--- config.mk ---
export PLATFORM = sky130hd
export DESIGN_NAME = synth_cfg_if
export DESIGN_NICKNAME = d
export VERILOG_FILES = /design/src/rtl/synth_cfg_pkg.sv /design/src/rtl/cfg_sync.sv /design/src/rtl/cfg_shift.sv /design/src/rtl/cfg_regs.sv /design/src/rtl/synth_cfg_if.sv
export SDC_FILE = /design/constraint.sdc
export NUM_CORES = 1
export LEC_CHECK = 0
export BUFFER_PORTS_ARGS = -buffer_cell sky130_fd_sc_hd__buf_2
export CORE_UTILIZATION = 45
export DETAILED_ROUTE_END_ITERATION = 16
export PLACE_DENSITY = 0.65
export SYNTH_ARGS = -nofsm -noshare
export SYNTH_HDL_FRONTEND = slang
export SYNTH_SLANG_ARGS = --single-unit
--- constraint.sdc ---
create_clock -name clk -period 3.6 [get_ports clk]
set_clock_uncertainty 0.05 [all_clocks]
set_input_delay 0.72 -clock clk [delete_from_list [all_inputs] [get_ports clk]]
set_output_delay 0.72 -clock clk [all_outputs]
set_load 0.02 [all_outputs]
--- src/rtl/synth_cfg_pkg.sv ---
package synth_cfg_pkg;
  localparam int M_W    = 9;
  localparam int N_W    = 2;
  localparam int T_W    = 3;
  localparam int WORD_W = T_W + N_W + M_W;

  // Serial word layout: T in the top bits, then N, then M in the low bits.
  typedef struct packed {
    logic [T_W-1:0] t;
    logic [N_W-1:0] n;
    logic [M_W-1:0] m;
  } cfg_t;
endpackage

--- src/rtl/cfg_sync.sv ---
module cfg_sync #(
  parameter int           W       = 1,
  parameter int           STAGES  = 2,
  parameter logic [W-1:0] RST_VAL = '0
) (
  input  logic         clk,
  input  logic         rst,
  input  logic [W-1:0] d,
  output logic [W-1:0] q
);
  logic [W-1:0] stg [STAGES];

  genvar g;
  generate
    for (g = 0; g < STAGES; g++) begin : g_stage
      if (g == 0) begin : g_first
        always_ff @(posedge clk) begin
          if (rst) stg[0] <= RST_VAL;
          else     stg[0] <= d;
        end
      end else begin : g_next
        always_ff @(posedge clk) begin
          if (rst) stg[g] <= RST_VAL;
          else     stg[g] <= stg[g-1];
        end
      end
    end
  endgenerate

  assign q = stg[STAGES-1];
endmodule

--- src/rtl/cfg_shift.sv ---
module cfg_shift #(
  parameter int W = 14
) (
  input  logic         clk,
  input  logic         rst,
  input  logic         en,
  input  logic         sck,
  input  logic         din,
  output logic [W-1:0] sr_q,
  output logic         ser_q
);
  logic sck_d;
  logic shift_now;

  assign shift_now = en && sck && !sck_d;

  always_ff @(posedge clk) begin
    if (rst) begin
      sck_d <= 1'b0;
      sr_q  <= '0;
    end else begin
      sck_d <= sck;
      if (shift_now) sr_q <= {sr_q[W-2:0], din};
    end
  end

  assign ser_q = sr_q[W-1];
endmodule

--- src/rtl/cfg_regs.sv ---
module cfg_regs
  import synth_cfg_pkg::*;
#(
  parameter int M_LO = 125,
  parameter int M_HI = 350
) (
  input  logic           clk,
  input  logic           rst,
  input  logic           pl_s,
  input  logic           sl_s,
  input  logic [M_W-1:0] m_s,
  input  logic [N_W-1:0] n_s,
  input  cfg_t           sr,
  output cfg_t           cur,
  output logic           m_ok,
  output logic           upd
);
  localparam logic [M_W-1:0] LO = M_W'(M_LO);
  localparam logic [M_W-1:0] HI = M_W'(M_HI);

  cfg_t nxt;

  always_comb begin
    nxt = cur;
    if (!pl_s) begin
      nxt.t = '0;
      nxt.n = n_s;
      nxt.m = m_s;
    end else if (sl_s) begin
      nxt = sr;
    end
  end

  always_ff @(posedge clk) begin
    if (rst) begin
      cur.t <= '0;
      cur.n <= '1;
      cur.m <= '1;
      m_ok  <= 1'b0;
      upd   <= 1'b0;
    end else begin
      cur  <= nxt;
      m_ok <= (nxt.m >= LO) && (nxt.m <= HI);
      upd  <= (nxt != cur);
    end
  end
endmodule

--- src/rtl/synth_cfg_if.sv ---
module synth_cfg_if
  import synth_cfg_pkg::*;
#(
  parameter int SYNC_STAGES = 2,
  parameter int M_LO        = 125,
  parameter int M_HI        = 350
) (
  input  logic           clk,
  input  logic           rst,
  input  logic           pload_n,
  input  logic [M_W-1:0] m_pin,
  input  logic [N_W-1:0] n_pin,
  input  logic           sclk,
  input  logic           sdata,
  input  logic           sload,
  output logic [M_W-1:0] m_cfg,
  output logic [N_W-1:0] n_cfg,
  output logic [T_W-1:0] t_cfg,
  output logic           ser_q,
  output logic           m_ok,
  output logic           cfg_upd
);
  localparam int PW = M_W + N_W;

  logic              pl_s, sl_s, sc_s, sd_s;
  logic [PW-1:0]     pins_s;
  logic [M_W-1:0]    m_s;
  logic [N_W-1:0]    n_s;
  logic [WORD_W-1:0] sr_q;
  cfg_t              cur;

  cfg_sync #(.W(1), .STAGES(SYNC_STAGES), .RST_VAL(1'b1)) u_pl
    (.clk(clk), .rst(rst), .d(pload_n), .q(pl_s));
  cfg_sync #(.W(1), .STAGES(SYNC_STAGES), .RST_VAL(1'b0)) u_sl
    (.clk(clk), .rst(rst), .d(sload), .q(sl_s));
  cfg_sync #(.W(1), .STAGES(SYNC_STAGES), .RST_VAL(1'b0)) u_sc
    (.clk(clk), .rst(rst), .d(sclk), .q(sc_s));
  cfg_sync #(.W(1), .STAGES(SYNC_STAGES), .RST_VAL(1'b0)) u_sd
    (.clk(clk), .rst(rst), .d(sdata), .q(sd_s));
  cfg_sync #(.W(PW), .STAGES(SYNC_STAGES), .RST_VAL({PW{1'b1}})) u_pins
    (.clk(clk), .rst(rst), .d({n_pin, m_pin}), .q(pins_s));

  assign m_s = pins_s[M_W-1:0];
  assign n_s = pins_s[PW-1:M_W];

  cfg_shift #(.W(WORD_W)) u_shift (
    .clk(clk), .rst(rst), .en(pl_s), .sck(sc_s), .din(sd_s),
    .sr_q(sr_q), .ser_q(ser_q)
  );

  cfg_regs #(.M_LO(M_LO), .M_HI(M_HI)) u_regs (
    .clk(clk), .rst(rst), .pl_s(pl_s), .sl_s(sl_s),
    .m_s(m_s), .n_s(n_s), .sr(cfg_t'(sr_q)),
    .cur(cur), .m_ok(m_ok), .upd(cfg_upd)
  );

  assign m_cfg = cur.m;
  assign n_cfg = cur.n;
  assign t_cfg = cur.t;
endmodule

### Yosys cells after proc, flatten, opt, wreduce, memory -nomap -nowiden

Memory sizes are Yosys's and may differ from the RTL's. A register that Yosys moved wholly into a read port is not among the register bits.
Index checks and enable logic that the tools add are counted.

* add/subtract/negate cells: 0
* multipliers: 0
* divide/modulo/power cells: 0
* order comparisons: 2
* equality and inequality tests: 1
* shift operators: 0
* muxes and demuxes: 15
* bitwise operators: 10
* reduce and logical (&&, ||, !) cells: 4

Operator list (count)
* 14-bit two-way mux: 2
* 11-bit two-way mux: 2
* 14-bit != test: 1
* 1-bit two-way mux: 11
* 1-bit OR: 10
* 9-bit by 7-bit >= comparator with 1-bit output (second input constant): 1
* 9-bit <= comparator (second input constant): 1
* 1-bit logical AND: 3
* 1-bit logical NOT: 1

* bits in registers: 31
* bits in latches: 0
* memory bits (writable): 30
* bits in read-only memories: 0
* bits of input ports: 17
* output and inout bits: 17
* logic and storage cells: 44
* memories: 5

Memory list
* u_pins.stg: depth 2, bits a word 11, read ports 2, clocked after memory_dff 0, wr ports 2, RTL line cfg_sync.sv:11 `logic [W-1:0] stg [STAGES];`
* u_pl.stg: depth 2, bits a word 1, read ports 2, clocked after memory_dff 0, wr ports 2, RTL line cfg_sync.sv:11
* u_sc.stg: depth 2, bits a word 1, read ports 2, clocked after memory_dff 0, wr ports 2, RTL line cfg_sync.sv:11
* u_sd.stg: depth 2, bits a word 1, read ports 2, clocked after memory_dff 1, wr ports 2, RTL line cfg_sync.sv:11
* u_sl.stg: depth 2, bits a word 1, read ports 2, clocked after memory_dff 0, wr ports 2, RTL line cfg_sync.sv:11

### Logic depth before layout (Yosys ltp)

* depth in word-level cells: 4
* gate-level depth with buffers: 7
* mapped depth without buffers: 5

### By module

From an unflattened synthesis, not the netlist that was laid out.

* cells, all modules: 232
* area total of the unflattened synthesis: 2519.9 um^2

Modules (own cells, without submodules)
* cfg_regs: instances 1, cells each 119, area an instance 1119.8 um^2, seq. area each 320.3 um^2
* cfg_shift: instances 1, cells each 51, area an instance 601.8 um^2, seq. area each 300.3 um^2
* cfg_sync (u_pins): instances 1, cells each 46, area an instance 588.1 um^2, seq. area each 440.4 um^2
* cfg_sync (u_pl ...): instances 4, cells each 4, area an instance 52.6 um^2, seq. area each 40.0 um^2

### Worst setup path after synthesis

OpenSTA, ideal clock, no wires.

* kind: flip-flop to flip-flop
* from: register u_regs.cur[6] (netlist name)
* to: register u_regs.m_ok
* setup time: 119 ps
* arrival time: 1541 ps
* required time: 3431 ps
* setup slack: 1891 ps
* cell stages (with the launch flop): 6
* period minus slack after synthesis: 1709 ps
* path through: dfxtp_1 -> mux2_1 -> mux2i_1 -> and2b_1 -> o31a_1 -> o221a_1

* longest elaborated chain between the ends: 4

RTL lines
* 14-bit two-way mux *: RTL line cfg_regs.sv:29 `end else if (sl_s) begin`
* 14-bit two-way mux *: RTL line cfg_regs.sv:25 `if (!pl_s) begin`
* 9-bit by 7-bit >= comparator with 1-bit output or 9-bit <= comparator (tied branches): RTL line cfg_regs.sv:43 `m_ok <= (nxt.m >= LO) && (nxt.m <= HI);`
* 1-bit logical AND *: RTL line cfg_regs.sv:43
* to (signal assigned): RTL line cfg_regs.sv:43
* to (decl): RTL line cfg_regs.sv:15 `output logic m_ok,`

Mark *: on every way between the ends. The rest lies on a longest branch, timed or not.
A chain may end at the register's enable or synchronous reset.

==> results.md <==
- Maximum VDD drop: 0.279 mV
- Root buffer cell: clkbuf_8
- Mapped cell area: 2410 um^2
- Area contributors post-synth: dfxtp_1 51%, or2_2 7.0%, nand2_1 5.9%
- IO Port Bufs: 33
- Hold_buf cts: 0
- Largest area contributor in the netlist: dfxtp_1
- Layout Utilization: 0.552
- Mapped Cells: 257
- Netlist cell types: 41
- HP Start: u_pins.stg[0][8]
- Worst path max stage delay: 0.86 ns
- R2R setup slack: 1.25 ns
- RSZ-0062 raised after global routing: false
- Worst Hold Class: reg -> reg
- Number of synthesized flops with an enable pin: 0
- Status: complete, no violations
- DIE AREA: 5660 um^2
- Wire per inst: 12.8 um
- Critical path type: reg -> reg
- Post-DRT Antenna Nets: 0
- Arrival @ worst endpoint: 2.54 ns
- Main synth FF type: dfxtp_1
- Top-area cell type share of the netlist area: 0.506
- DRT iter0 DRCs: 84
- Remaining Overflow, GRT: 0
- Vias in the first global route: 1492
- DRC: 0
- Placed cell area: 2610 um^2
- Part of the cycle the worst path needs: 0.653
- Via count: 1754
- Critical-path top delay cell: dfxtp_1
- Global placer's final weighted congestion: 0.831
- Syn Nets: 274
- Met3 Usage GRT: 0.0522
- Most Used Layer, Global Route: met2
- First-pass DRT Iterations: 4
- Sequential area share after synthesis: 0.506
- Crit-path max FO: 20
- Std-Cell Rows: 26
- Setup TNS: 0 ns
- Count leader, synth: dfxtp_1
- Top post-synthesis cells by count: 61 x dfxtp_1, 38 x nand2_1, 27 x or2_2, 17 x a21oi_1, 12 x mux2i_1
- Syn-to-layout area delta: 17.5%
- Clock transition at path regs: 0.07 ns
- Crit path max-delay family: flip-flops
- Worst skew pair latency: 0.34 ns
- Worst endpoint required time: 3.78 ns
- Ys Warns: 0
- Worst Hold End: u_pins.stg[1][8]
- Die Span X: 75.3 um
- Largest net degree at the start of global routing: 39
- DR vias/cell: 4.83
- Critical Path Sink Type: flop
- Hpwl dp: 3160 um
- Fmax achieved: 425 MHz
- Multi-input gate area: 1090 um^2
- Setup violators final: 0
- Hold path cells: 1
- Met2 GRT Util: 0.253
- Final Cell Area: 2840 um^2
- Antenna diode count: 0
- Core area: 5140 um^2
- Ports: 34
- FF-to-FF path depth: 5
- Syn_area_per_cell: 9.40 um^2
- Number of clock sinks: 61
- Post-CTS setup buffers: 0
- Final WL: 4650 um
- Crit Reg-Reg Endpoint: u_regs.m_ok
- Leakage: 1.13 nW
- Clock Path Buffers: 2
- Minimum clock period: 2.35 ns
- Startpoint types: flop
- Asr flop ratio synth: 0
- FF-to-FF Start: u_sl.stg[1]
- H-tree lvl count: 3
- Max Cap Viol: 0
- CTS tree: built
- Final Hold Viols: 0
- Resized Gates After CTS: 0
- FF/Latch Area: 1220 um^2
- Total GRT Usage: 0.183
- Tightest Pin Transition: 0.942 ns
- M1 GR Usage: 0.248
- Final nets: 305
- Crit-path cells: mux2_1 > mux2i_1 > and2b_1 > o31a_1 > o221a_1
- Max-slew headroom: 0.371
- CTS Buf Count: 9
- Initial Util: 0.470
- Initial antenna violation count: 0
- Max Slew Vio Count: 0
- P per Cell Area: 531 nW/um^2
- Die Span Y: 75.3 um
- CP bufs+invs: 0
- Share of layout cells above drive strength 1: 0.276
- Post-synthesis sequential element count: 61
- First-pass GRT wire length: 7310 um
- Fill cell count: 525
[stage by stage]
step           instances  total power [mW]  setup slack (ns)  hold WS (ns)
4_1_cts              363              1.52              1.25         0.359
3_3_place_gp         347             0.849              1.33         0.342
2_1_floorplan        257             0.817              1.89         0.339
3_5_place_dp         347             0.850              1.26         0.342
5_1_grt              363              1.57              1.09         0.372
6_report             363              1.51              1.25         0.359
[cell type report]
cell class	count	area share
Sequential cell	61	0.431
Clock buffer	10	0.0485
Clock inverter	6	0.0304
Tap cell	70	0.0309
Timing Repair Buffer	34	0.0609
Multi-Input combinational cell	171	0.384
Inverter	11	0.0146
[flip-flops by register name, indices dropped and copies added (netlist names)]
name	flops
u_regs.m_ok	1
u_sc.stg	2
u_regs.upd	1
u_regs.cur	14
u_pins.stg	22
u_sl.stg	2
u_shift.sck_d	1
u_pl.stg	2
u_shift.sr_q	14
u_sd.stg	2
[cells by family (layout without fill, tap and decap cells)]
| family | Yosys count | count (layout) | synth area share |
|---|---|---|---|
| and+or+nand+nor | 94 | 94 | 0.199 |
| DFF | 61 | 61 | 0.506 |
| AOI/OAI and AO/OA | 44 | 44 | 0.120 |
| buffers and inverters | 25 | 61 | 0.0430 |
| muxes | 18 | 18 | 0.0777 |
| xor gates and xnor gates | 15 | 15 | 0.0544 |
[routing by layer]
layer	wire length, um	vias to the layer above	part of all wire
li1	-	917	-
met1	2260	774	0.49
met2	1970	50	0.42
met3	270	13	0.058
met4	158	0	0.034
met5	0	-	0
[worst reg2reg max path, delay by kind of cell (launching register included)]
| family | cells | cell delay, ns |
|---|---|---|
| flip-flops | 1 | 0.86 |
| AO/OA/AOI/OAI | 2 | 0.47 |
| multiplexers | 2 | 0.65 |
| AND/OR/NAND/NOR | 1 | 0.22 |
[layout by cell type, fill, tap and decap left out, types with 3 or more instances in the layout]
master      n
a21oi_1    17
nor2b_1     9
nand2_1    38
clkbuf_8   10
or2_2      27
mux2_2      4
xor2_1      5
o21ai_0     4
o22ai_1     3
buf_2      33
nand2b_1    4
mux2i_1    12
xnor2_1    10
a2111oi_0   3
dfxtp_1    61
nor2_1      7
inv_1      11
[worst max-delay path by stage]
stage                   from           to  slack [ns]  cells after the start
3_5_place_dp     u_sl.stg[1]  u_regs.m_ok        1.26                      5
2_1_floorplan  u_regs.cur[6]  u_regs.m_ok        1.89                      5
6_report         u_sl.stg[1]  u_regs.m_ok        1.25                      5
3_3_place_gp     u_sl.stg[1]  u_regs.m_ok        1.33                      5
5_1_grt          u_sl.stg[1]  u_regs.m_ok        1.09                      5
4_1_cts          u_sl.stg[1]  u_regs.m_ok        1.25                      5
[power breakdown]
part	leakage, nW	switching [mW]	internal (mW)
logic	0.520	0.0543	0.0559
registers	0.501	0.0231	0.700
clock network	0.112	0.267	0.407
No activity file was read; power rests on OpenSTA's default activity.
